[config.mk]
export PLATFORM = sky130hd
export DESIGN_NAME = pwr_seq_ctrl
export DESIGN_NICKNAME = d
export VERILOG_FILES = /design/src/rtl/pwr_seq_pkg.sv /design/src/rtl/pwr_cmd_parser.sv /design/src/rtl/pwr_dom_seq.sv /design/src/rtl/pwr_seq_ctrl.sv
export SDC_FILE = /design/constraint.sdc
export NUM_CORES = 1
export LEC_CHECK = 0
export BUFFER_PORTS_ARGS = -buffer_cell sky130_fd_sc_hd__buf_2
export CAP_MARGIN = 20
export CORE_ASPECT_RATIO = 1.5
export CORE_MARGIN = 2
export CORE_UTILIZATION = 50
export CTS_CLUSTER_DIAMETER = 120
export DETAILED_ROUTE_END_ITERATION = 16
export PLACE_DENSITY = 0.76
export SKIP_CTS_REPAIR_TIMING = 1
export SYNTH_ARGS = -nofsm -noshare
export SYNTH_HDL_FRONTEND = slang
export SYNTH_SLANG_ARGS = --single-unit
[constraint.sdc]
create_clock -name clk -period 2.1 [get_ports clk]
set_clock_uncertainty 0.1 [all_clocks]
set_input_delay 0.21 -clock clk [delete_from_list [all_inputs] [get_ports clk]]
set_output_delay 0.21 -clock clk [all_outputs]
set_load 0.03 [all_outputs]
[src/rtl/pwr_seq_pkg.sv]
package pwr_seq_pkg;
    localparam logic [7:0] ADR_ON_SEL  = 8'h0C;
    localparam logic [7:0] ADR_OFF_SEL = 8'h10;
    localparam logic [7:0] ADR_CMD     = 8'h44;
    localparam logic [7:0] ADR_MASK    = 8'h48;
    localparam logic [7:0] ADR_STATE   = 8'h80;
    localparam logic [7:0] ADR_EVT     = 8'h88;
    localparam logic [7:0] ADR_IST     = 8'h8C;

    localparam logic [7:0] BYTE_RESTART = 8'hFF;
    localparam logic [7:0] BYTE_ON_LO   = 8'h05;
    localparam logic [7:0] BYTE_ON_HI   = 8'h50;
    localparam logic [7:0] BYTE_OFF_LO  = 8'h0A;
    localparam logic [7:0] BYTE_OFF_HI  = 8'hA0;

    localparam int unsigned STAT_W   = 9;
    localparam int unsigned BIT_DONE = 0;
    localparam int unsigned BIT_BAD  = 2;
    localparam int unsigned BIT_TMO  = 3;

    typedef enum logic [1:0] {P_IDLE, P_ARMED, P_ON_LO, P_OFF_LO} parse_st_e;
    typedef enum logic [2:0] {S_IDLE, S_SCAN, S_WAIT_PG, S_SETTLE, S_OFF_SW, S_OFF_CLR} seq_st_e;
endpackage

[src/rtl/pwr_cmd_parser.sv]
module pwr_cmd_parser
    import pwr_seq_pkg::*;
(
    input  logic       clk,
    input  logic       rst_n,
    input  logic       cmd_we,
    input  logic [7:0] cmd_byte,
    input  logic       busy,
    output logic       start_on,
    output logic       start_off,
    output logic       bad_cmd
);
    typedef struct packed {
        parse_st_e st;
        logic      on;
        logic      off;
        logic      bad;
    } prs_t;

    prs_t prs_d, prs_q;

    always_comb begin
        prs_d     = prs_q;
        prs_d.on  = 1'b0;
        prs_d.off = 1'b0;
        prs_d.bad = 1'b0;
        if (cmd_we) begin
            if (cmd_byte == BYTE_RESTART) begin
                prs_d.st = P_ARMED;
            end else begin
                prs_d.st = P_IDLE;
                unique case (prs_q.st)
                    P_ARMED: begin
                        if (cmd_byte == BYTE_ON_LO)       prs_d.st = P_ON_LO;
                        else if (cmd_byte == BYTE_OFF_LO) prs_d.st = P_OFF_LO;
                        else                              prs_d.bad = 1'b1;
                    end
                    P_ON_LO: begin
                        if (cmd_byte == BYTE_ON_HI && !busy) prs_d.on  = 1'b1;
                        else                                 prs_d.bad = 1'b1;
                    end
                    P_OFF_LO: begin
                        if (cmd_byte == BYTE_OFF_HI && !busy) prs_d.off = 1'b1;
                        else                                  prs_d.bad = 1'b1;
                    end
                    default: prs_d.bad = 1'b1;
                endcase
            end
        end
    end

    always_ff @(posedge clk or negedge rst_n) begin
        if (!rst_n) begin
            prs_q <= '{st: P_IDLE, on: 1'b0, off: 1'b0, bad: 1'b0};
        end else begin
            prs_q <= prs_d;
        end
    end

    assign start_on  = prs_q.on;
    assign start_off = prs_q.off;
    assign bad_cmd   = prs_q.bad;

    // one outcome per parsed byte
    a_r6_one_outcome: assert property (@(posedge clk) disable iff (!rst_n)
        $onehot0({prs_q.on, prs_q.off, prs_q.bad}));
endmodule

[src/rtl/pwr_dom_seq.sv]
module pwr_dom_seq
    import pwr_seq_pkg::*;
#(
    parameter int unsigned NUM_DOM     = 7,
    parameter int unsigned NUM_AON     = 2,
    parameter int unsigned TIMEOUT_CYC = 5000,
    parameter int unsigned SETTLE_CYC  = 4
) (
    input  logic               clk,
    input  logic               rst_n,
    input  logic               start_on,
    input  logic               start_off,
    input  logic [NUM_DOM-1:0] on_sel,
    input  logic [NUM_DOM-1:0] off_sel,
    input  logic [NUM_DOM-1:0] pgood,
    output logic               busy,
    output logic [NUM_DOM-1:0] sw,
    output logic [NUM_DOM-1:0] iso,
    output logic [NUM_DOM-1:0] pwr,
    output logic               done,
    output logic               tmo_fail
);
    localparam int unsigned IW    = $clog2(NUM_DOM + 1);
    localparam int unsigned CMAX  = (TIMEOUT_CYC > SETTLE_CYC) ? TIMEOUT_CYC : SETTLE_CYC;
    localparam int unsigned CW    = $clog2(CMAX + 1);
    localparam logic [NUM_DOM-1:0] AON_MASK = NUM_DOM'((1 << NUM_AON) - 1);

    typedef struct packed {
        seq_st_e            st;
        logic               dir_on;
        logic [NUM_DOM-1:0] mask;
        logic [NUM_DOM-1:0] sw;
        logic [NUM_DOM-1:0] iso;
        logic [NUM_DOM-1:0] pwr;
        logic [IW-1:0]      idx;
        logic [CW-1:0]      cnt;
        logic               done;
        logic               fail;
    } seq_t;

    seq_t seq_d, seq_q;

    always_comb begin
        seq_d      = seq_q;
        seq_d.done = 1'b0;
        seq_d.fail = 1'b0;
        unique case (seq_q.st)
            S_IDLE: begin
                if (start_on || start_off) begin
                    seq_d.st     = S_SCAN;
                    seq_d.dir_on = start_on;
                    seq_d.mask   = start_on ? on_sel : (off_sel & ~AON_MASK);
                    seq_d.idx    = '0;
                end
            end
            S_SCAN: begin
                if (seq_q.idx == IW'(NUM_DOM)) begin
                    seq_d.done = 1'b1;
                    seq_d.st   = S_IDLE;
                end else if (seq_q.mask[seq_q.idx] && (seq_q.dir_on != seq_q.pwr[seq_q.idx])) begin
                    if (seq_q.dir_on) begin
                        seq_d.sw[seq_q.idx] = 1'b1;
                        seq_d.cnt           = '0;
                        seq_d.st            = S_WAIT_PG;
                    end else begin
                        seq_d.iso[seq_q.idx] = 1'b1;
                        seq_d.st             = S_OFF_SW;
                    end
                end else begin
                    seq_d.idx = seq_q.idx + 1'b1;
                end
            end
            S_WAIT_PG: begin
                if (pgood[seq_q.idx]) begin
                    seq_d.cnt = '0;
                    seq_d.st  = S_SETTLE;
                end else if (seq_q.cnt == CW'(TIMEOUT_CYC - 1)) begin
                    seq_d.sw[seq_q.idx] = 1'b0;
                    seq_d.fail          = 1'b1;
                    seq_d.st            = S_IDLE;
                end else begin
                    seq_d.cnt = seq_q.cnt + 1'b1;
                end
            end
            S_SETTLE: begin
                if (!pgood[seq_q.idx]) begin
                    seq_d.cnt = '0;
                    seq_d.st  = S_WAIT_PG;
                end else if (seq_q.cnt == CW'(SETTLE_CYC - 1)) begin
                    seq_d.iso[seq_q.idx] = 1'b0;
                    seq_d.pwr[seq_q.idx] = 1'b1;
                    seq_d.idx            = seq_q.idx + 1'b1;
                    seq_d.st             = S_SCAN;
                end else begin
                    seq_d.cnt = seq_q.cnt + 1'b1;
                end
            end
            S_OFF_SW: begin
                seq_d.sw[seq_q.idx] = 1'b0;
                seq_d.st            = S_OFF_CLR;
            end
            S_OFF_CLR: begin
                seq_d.pwr[seq_q.idx] = 1'b0;
                seq_d.idx            = seq_q.idx + 1'b1;
                seq_d.st             = S_SCAN;
            end
            default: seq_d.st = S_IDLE;
        endcase
    end

    always_ff @(posedge clk or negedge rst_n) begin
        if (!rst_n) begin
            seq_q <= '{st: S_IDLE, dir_on: 1'b0, mask: '0, sw: AON_MASK, iso: ~AON_MASK,
                       pwr: AON_MASK, idx: '0, cnt: '0, done: 1'b0, fail: 1'b0};
        end else begin
            seq_q <= seq_d;
        end
    end

    assign busy     = (seq_q.st != S_IDLE);
    assign sw       = seq_q.sw;
    assign iso      = seq_q.iso;
    assign pwr      = seq_q.pwr;
    assign done     = seq_q.done;
    assign tmo_fail = seq_q.fail;

    // an open switch always comes with isolation
    a_r10_iso_when_open: assert property (@(posedge clk) disable iff (!rst_n)
        (~seq_q.iso & ~seq_q.sw) == '0);
    // always-on domains keep their state
    a_r5_aon_kept: assert property (@(posedge clk) disable iff (!rst_n)
        (seq_q.pwr & AON_MASK) == AON_MASK);
    // isolation is released only where power-good was present
    a_r3_release_on_pg: assert property (@(posedge clk) disable iff (!rst_n)
        (($past(seq_q.iso) & ~seq_q.iso) & ~$past(pgood)) == '0);
    // a timeout never reports completion in the same cycle
    a_r7_fail_not_done: assert property (@(posedge clk) disable iff (!rst_n)
        !(seq_q.done && seq_q.fail));
endmodule

[src/rtl/pwr_seq_ctrl.sv]
module pwr_seq_ctrl
    import pwr_seq_pkg::*;
#(
    parameter int unsigned NUM_DOM     = 7,
    parameter int unsigned NUM_AON     = 2,
    parameter int unsigned TIMEOUT_CYC = 5000,
    parameter int unsigned SETTLE_CYC  = 4
) (
    input  logic               clk,
    input  logic               rst_n,
    input  logic               bus_sel,
    input  logic               bus_we,
    input  logic [7:0]         bus_addr,
    input  logic [31:0]        bus_wdata,
    output logic [31:0]        bus_rdata,
    input  logic [NUM_DOM-1:0] dom_pgood_i,
    output logic [NUM_DOM-1:0] dom_switch_o,
    output logic [NUM_DOM-1:0] dom_iso_o,
    output logic               irq_o
);
    typedef struct packed {
        logic [NUM_DOM-1:0] on_sel;
        logic [NUM_DOM-1:0] off_sel;
        logic [STAT_W-1:0]  mask;
        logic [STAT_W-1:0]  evt;
        logic [STAT_W-1:0]  ist;
    } reg_t;

    reg_t reg_d, reg_q;

    logic               wr;
    logic               start_on, start_off, bad_cmd, busy, done, tmo_fail;
    logic [NUM_DOM-1:0] pwr;
    logic [STAT_W-1:0]  events;

    assign wr = bus_sel && bus_we;

    pwr_cmd_parser u_parser (
        .clk       (clk),
        .rst_n     (rst_n),
        .cmd_we    (wr && (bus_addr == ADR_CMD)),
        .cmd_byte  (bus_wdata[7:0]),
        .busy      (busy),
        .start_on  (start_on),
        .start_off (start_off),
        .bad_cmd   (bad_cmd)
    );

    pwr_dom_seq #(
        .NUM_DOM     (NUM_DOM),
        .NUM_AON     (NUM_AON),
        .TIMEOUT_CYC (TIMEOUT_CYC),
        .SETTLE_CYC  (SETTLE_CYC)
    ) u_seq (
        .clk       (clk),
        .rst_n     (rst_n),
        .start_on  (start_on),
        .start_off (start_off),
        .on_sel    (reg_q.on_sel),
        .off_sel   (reg_q.off_sel),
        .pgood     (dom_pgood_i),
        .busy      (busy),
        .sw        (dom_switch_o),
        .iso       (dom_iso_o),
        .pwr       (pwr),
        .done      (done),
        .tmo_fail  (tmo_fail)
    );

    always_comb begin
        events           = '0;
        events[BIT_DONE] = done;
        events[BIT_BAD]  = bad_cmd;
        events[BIT_TMO]  = tmo_fail;
    end

    always_comb begin
        reg_d = reg_q;
        if (wr && bus_addr == ADR_ON_SEL)  reg_d.on_sel  = bus_wdata[NUM_DOM-1:0];
        if (wr && bus_addr == ADR_OFF_SEL) reg_d.off_sel = bus_wdata[NUM_DOM-1:0];
        if (wr && bus_addr == ADR_MASK)    reg_d.mask    = bus_wdata[STAT_W-1:0];
        if (wr && bus_addr == ADR_IST)     reg_d.ist     = reg_q.ist & ~bus_wdata[STAT_W-1:0];
        if (wr && bus_addr == ADR_EVT)     reg_d.evt     = reg_q.evt & ~bus_wdata[STAT_W-1:0];
        reg_d.ist = reg_d.ist | events;
        reg_d.evt = reg_d.evt | events;
    end

    always_ff @(posedge clk or negedge rst_n) begin
        if (!rst_n) begin
            reg_q <= '{on_sel: '0, off_sel: '0, mask: '1, evt: '0, ist: '0};
        end else begin
            reg_q <= reg_d;
        end
    end

    always_comb begin
        bus_rdata = '0;
        unique case (bus_addr)
            ADR_ON_SEL:  bus_rdata[NUM_DOM-1:0] = reg_q.on_sel;
            ADR_OFF_SEL: bus_rdata[NUM_DOM-1:0] = reg_q.off_sel;
            ADR_MASK:    bus_rdata[STAT_W-1:0]  = reg_q.mask;
            ADR_STATE:   bus_rdata[NUM_DOM-1:0] = pwr;
            ADR_EVT:     bus_rdata[STAT_W-1:0]  = reg_q.evt;
            ADR_IST:     bus_rdata[STAT_W-1:0]  = reg_q.ist;
            default:     bus_rdata = '0;
        endcase
    end

    assign irq_o = |(reg_q.ist & ~reg_q.mask);

    // a one written to the done bit clears it unless a new completion lands
    a_r8_w1c_done: assert property (@(posedge clk) disable iff (!rst_n)
        (wr && bus_addr == ADR_IST && bus_wdata[BIT_DONE] && !done) |=> !reg_q.ist[BIT_DONE]);
    // a rejected byte is recorded in both status registers
    a_r6_bad_logged: assert property (@(posedge clk) disable iff (!rst_n)
        bad_cmd |=> (reg_q.ist[BIT_BAD] && reg_q.evt[BIT_BAD]));
endmodule

# After elaboration in Yosys (flattened, before gate mapping)
# Cells that the tools add are included.
[word_totals] rom_bits=0 mem_count=0 latchBits=0 reg_bits=96 output_inout_bits=47 ramBits=0 inputBits=51 elab_cells=168
[op_classes] n_mul=0 addsub=2 n_div=0 n_shift=0 bitwise=14 n_eq_ne=39 n_lt_le_gt_ge=2 mux=64 reduce_logical=28
[ops] operator="two-way mux 13 bit" count=6
[ops] operator="case mux 7 bit (6 select lines)" count=1
[ops] operator="equality test 8 bit, second input constant" count=5
[ops] operator="case mux 13 bit (3 select lines)" count=1
[ops] operator="two-way mux 7 bit" count=5
[ops] operator="two-way mux 17 bit" count=2
[ops] operator="two-way mux 3 bit" count=11
[ops] operator="two-way mux 14 bit" count=2
[ops] operator="case mux 7 bit (2 select lines)" count=2
[ops] operator="AND 9 bit" count=3
[ops] operator="equality test 8 x 7 -> 1 bit, second input constant" count=3
[ops] operator="AND reduction 6 bit" count=4
[ops] operator="AND 7 bit" count=3
[ops] operator="OR 7 bit" count=3
[ops] operator="case mux 7 bit (3 select lines)" count=1
[ops] operator="two-way mux 9 bit" count=2
[ops] operator="NOT 9 bit" count=2
[ops] operator="OR 9 x 4 -> 9 bit" count=2
[ops] operator="case mux 3 bit (6 select lines)" count=1
[ops] operator="two-way mux 1 bit" count=17
[ops] operator="equality test 8 x 4 -> 1 bit, second input constant" count=2
[ops] operator="two-way mux 16 bit" count=1
[ops] operator="adder 13 x 1 -> 13 bit, second input constant" count=1
[ops] operator="equality test 13 bit, second input constant" count=1
[ops] operator="other kinds (36)" count=68

# Longest topological paths before layout
[depth] word_depth=9 ltp_mapped=10 depth_no_buf=9

# Hierarchy
# Synthesis repeated with hierarchy kept, for this count alone.
[hier_totals] hier_cells=529 hier_area_um2=5489.0
[modules_own_cells] mod="pwr_dom_seq" instances=1 cells_per_inst=313 seq_area_each_um2=1262.5 area_each_um2=2974.1
[modules_own_cells] mod="pwr_seq_ctrl" instances=1 cells_per_inst=188 seq_area_each_um2=1037.2 area_each_um2=2224.6
[modules_own_cells] mod="pwr_cmd_parser" instances=1 cells_per_inst=28 seq_area_each_um2=125.1 area_each_um2=290.3

# Worst setup path after synthesis
# No wires, ideal clock.
[synth_timing] path_kind="flip-flop to flip-flop" start="register u_seq.seq_q[2] (netlist bit)" end="register u_seq.seq_q[15] (netlist bit)" n_path_buf=1 setup_slack_ns=-0.217 period_less_slack_ns=2.317 arrival_time_ns=2.137 setup_time_ns=0.079 stages_incl_launch_ff=10 required_ns=1.921 path_cell_list="dfrtp_1 ha_1 or4b_4 nor4_4 nand2_2 nor3_4 buf_6 nor3_2 a21oi_4 mux2i_1"
[synth_between] elab_chain_cells=3
[synth_lines] element="start: declaration" line="pwr_dom_seq.sv:41" source="seq_t seq_d, seq_q;"
[synth_lines] element="start signal: assignment" line="pwr_dom_seq.sv:113" source="seq_q <= '{st: S_IDLE, dir_on: 1'b0, mask: '0, sw: AON_MASK, iso: ~AON_MASK,"
[synth_lines] element="start signal: assignment" line="pwr_dom_seq.sv:116" source="seq_q <= seq_d;"
[synth_lines] element="equality test 13 x 2 -> 1 bit" line="pwr_dom_seq.sv:89" source="end else if (seq_q.cnt == CW'(SETTLE_CYC - 1)) begin"
[synth_lines] element="!= test 2 x 1 -> 1 bit (no line)"
[synth_lines] element="AND reduction 6 bit (no line)"
# No other way between the ends.
# A chain may end at the register's enable or synchronous reset.

# Worst setup path in the final report
[layout_timing] start="register u_seq.seq_q[16] (netlist bit)" end="register u_seq.seq_q[7] (netlist bit)"
[layout_between] elab_chain_cells=6 word_cells_on_any_way=17 cone_classes="eq/ne: 6; mux: 9; reduce/logical: 2"
[layout_lines] element="binary-select mux 1 bit (select 3 bit)" line="pwr_dom_seq.sv:60" source="end else if (seq_q.mask[seq_q.idx] && (seq_q.dir_on != seq_q.pwr[seq_q.idx])) begin"
[layout_lines] element="two-way mux 1 bit (not written as such)" line="pwr_dom_seq.sv:60"
[layout_lines] element="!= test 1 bit" line="pwr_dom_seq.sv:60"
[layout_lines] element="logical AND 1 bit" line="pwr_dom_seq.sv:60"
[layout_lines] element="!= test 2 x 1 -> 1 bit (no line)"
[layout_lines] element="AND reduction 6 bit (no line)"
# Several ways; a longest one is shown, not always the timed one. The select of a mux whose other input is x is not followed.

==> flow_metrics.tcl <==
set metrics [dict create \
    outcome "finished with violations" \
    violations "setup timing" \
    cts_buffers 9 \
    totalWireLength_microns 14300 \
    dp_slack_ns -0.340 \
    dp_hpwl_microns 9940 \
    cts_buffer_depth 2 \
    clkTransAtPathRegs_ns 0.07 \
    muxShareOfSynthArea 0.115 \
    cp_top_family "compound AO/OA/AOI/OAI gates" \
    final_common_cell "buf_4" \
    vias 4584 \
    hp-class "in2reg" \
    n_fill_cell 816 \
    total_power_mw 3.80 \
    ff2ff_setup_slack_ns -0.28 \
    drtIter0Drc 268 \
    synthesis.area_sq_um 5390 \
    max_freq_ghz 0.420 \
    syn_area_per_cell_sq_um 10.2 \
    drtPass1Iterations 5 \
    h-tree-depth 3 \
    die_w_microns 88.8 \
    core_sq_um 10500 \
    slew_violations 0 \
    slowest_stage "dfrtp_2" \
    cts_tree "yes" \
    synth_edf_count 0 \
    routabilityCongestion 0.888 \
    r2r_cells 7 \
    min_period_ns 2.38 \
    syn_to_final_growth_pct 26.6 \
    grt-ovfl-total 0 \
    synth_top_family_by_area "simple AND/OR/NAND/NOR gates" \
    place_area_sq_um 6170 \
    netlist_instances 528 \
    slowest_delay_ns 0.47 \
    grt_max_degree 52 \
    place_inst 767 \
    cp.arrival_ns 2.50 \
    critPathKind "reg2reg" \
    cp-endpoint "u_seq.seq_q[7]" \
    worst_pin_slew_ns 0.594 \
    startpoint_type "register" \
    antenna_cells 0 \
    wl_per_cell_microns 17.8 \
    pin_count 98 \
    port_buffers 51 \
    hold_slack_ns 0.0368 \
    rows 46 \
    grt_pass1_vias 4514 \
    ys_seq_area_frac 0.450 \
    cts.sinks 96 \
    dieArea_sq_um 11600 \
    rr_endpoint "u_seq.seq_q[7]" \
    grt_antenna_before_repair 0 \
    async_reset_ff_frac 1.00 \
    worst-path-buf-inv 0 \
    slew_headroom 0.599 \
    final_cell_mix "86 x buf_4, 75 x dfrtp_1, 48 x buf_2" \
    p_per_area_nw_per_um2 556 \
    cap_violations 0 \
    cellLeakagePower_nw 3.38 \
    setup_viol 39 \
    timing.rr.start "u_seq.seq_q[16]" \
    initial_utilization 0.512 \
    synthSimpleGateAreaFrac 0.172 \
    track_usage 0.237 \
    synth_fa_ha_area_frac 0.00696 \
    fin_cells 803 \
    die-height_microns 131 \
    synth-seq-cells 96 \
    worst-path-stages 7 \
    cp-end-kind "register" \
    required_ns 2.22 \
    insertion_delay_ns 0.34 \
    root_buffer "clkbuf_16" \
    irDropWorstVdd_mv 0.379 \
    drc 0 \
    nets 708 \
    period_share 1.13 \
    synth_warnings 0 \
    synthDistinctLibCells 68 \
    synth_ff_type "dfrtp_1" \
    routed_via_density 5.71 \
    path_max_fanout 6 \
    path_cells "mux2i_2, o21ai_1, a21oi_4, nor3_4, nor4_4, nand2_4, a221o_1" \
    synth_compound_area_frac 0.157 \
    startpoint "u_seq.seq_q[16]" \
    ant_nets 0 \
    grt_pass1_wl_microns 21600 \
    hold_viol_final 0 \
    synth-xor-area-share 0.00812 \
    drive_above_1_share 0.401 \
    fin_area_sq_um 6820 \
    setup_ws_ns -0.282 \
    rsz0062_at_grt "yes" \
]
[cell type report]
type | instances | area (sq um) | area share
clock buffer | 11 | 233 | 0.0341
tap | 144 | 180 | 0.0264
inverter | 24 | 92.6 | 0.0136
multi-input combinational | 374 | 2730 | 0.400
clock inverter | 5 | 63.8 | 0.00935
sequential | 96 | 2430 | 0.356
timing repair buffer | 149 | 1100 | 0.161
[Yosys cell counts, drive strengths merged, types with 2 or more instances]
master	count	area (sq um)
a211o	4	35.0
a21boi	12	90.1
a21o	10	75.1
a21oi	20	123
a221o	8	80.1
a22o	5	43.8
a22oi	10	75.1
a311o	2	20.0
a32o	2	20.0
and2	2	15.0
and3	8	50.1
buf	45	350
clkbuf	12	46.3
dfrtp	78	1950
dfstp	18	473
ha	3	37.5
inv	24	90.1
mux2	32	360
mux2i	26	260
nand2	47	186
nand2b	5	31.3
nand3	16	80.1
nand3b	3	22.5
nand4	8	50.1
nor2	29	111
nor2b	7	43.8
nor3	15	101
nor3b	5	42.5
nor4	6	67.6
o211ai	3	22.5
o21ai	27	135
o21bai	2	18.8
o22ai	5	37.5
o31ai	2	28.8
or2	5	33.8
or3	6	42.5
or4	2	15.0
xor2	4	35.0
[per-layer routing]
| metal | global-route usage | vias up | share of wire |
|---|---|---|---|
| li1 | - | 2103 | - |
| met1 | 0.280 | 2273 | 0.38 |
| met2 | 0.415 | 182 | 0.55 |
| met3 | 0.0383 | 26 | 0.048 |
| met4 | 0.0951 | 0 | 0.028 |
| met5 | 0 | - | 0 |
[where the power goes]
| part | switching, mW | internal [mW] | total (mW) |
|---|---|---|---|
| clock network | 0.706 | 0.935 | 1.64 |
| logic | 0.180 | 0.0825 | 0.262 |
| registers | 0.0166 | 1.88 | 1.89 |
| total | 0.902 | 2.90 | 3.80 |
[worst min-delay path, stage by stage]
cell,delay [ns]
buf_2,0.14
nand2_1,0.06
o21ai_0,0.07
[worst min path at each step]
stage                       startpoint  cells past startpoint  slack, ns              to
after floorplan                  rst_n                      0      -0.19       async pin
after global placement           rst_n                      1      -0.06  u_seq.seq_q[7]
after detailed placement         rst_n                      1      -0.05  u_seq.seq_q[7]
after CTS                        rst_n                      1      -0.42  u_seq.seq_q[7]
after global routing      bus_wdata[4]                      2       0.05        reg_q[4]
final                     bus_wdata[6]                      3       0.04       reg_q[24]
[logic make-up after synthesis]
| group | after synthesis |
|---|---|
| mux | 58 |
| buf+inv | 81 |
| fa+ha+maj | 3 |
| xor+xnor | 5 |
| simple gates | 167 |
| other cells | 1 |
| compound gates | 117 |
| flops | 96 |
[metrics by stage]
step            util  TNS, ns
2_1_floorplan      -    -1.55
3_3_place_gp   0.586    -6.46
3_5_place_dp   0.586    -8.60
4_1_cts        0.614    -8.93
5_1_grt        0.648   -11.69
6_report       0.648    -7.42
Power figures use the tool's default switching activity.
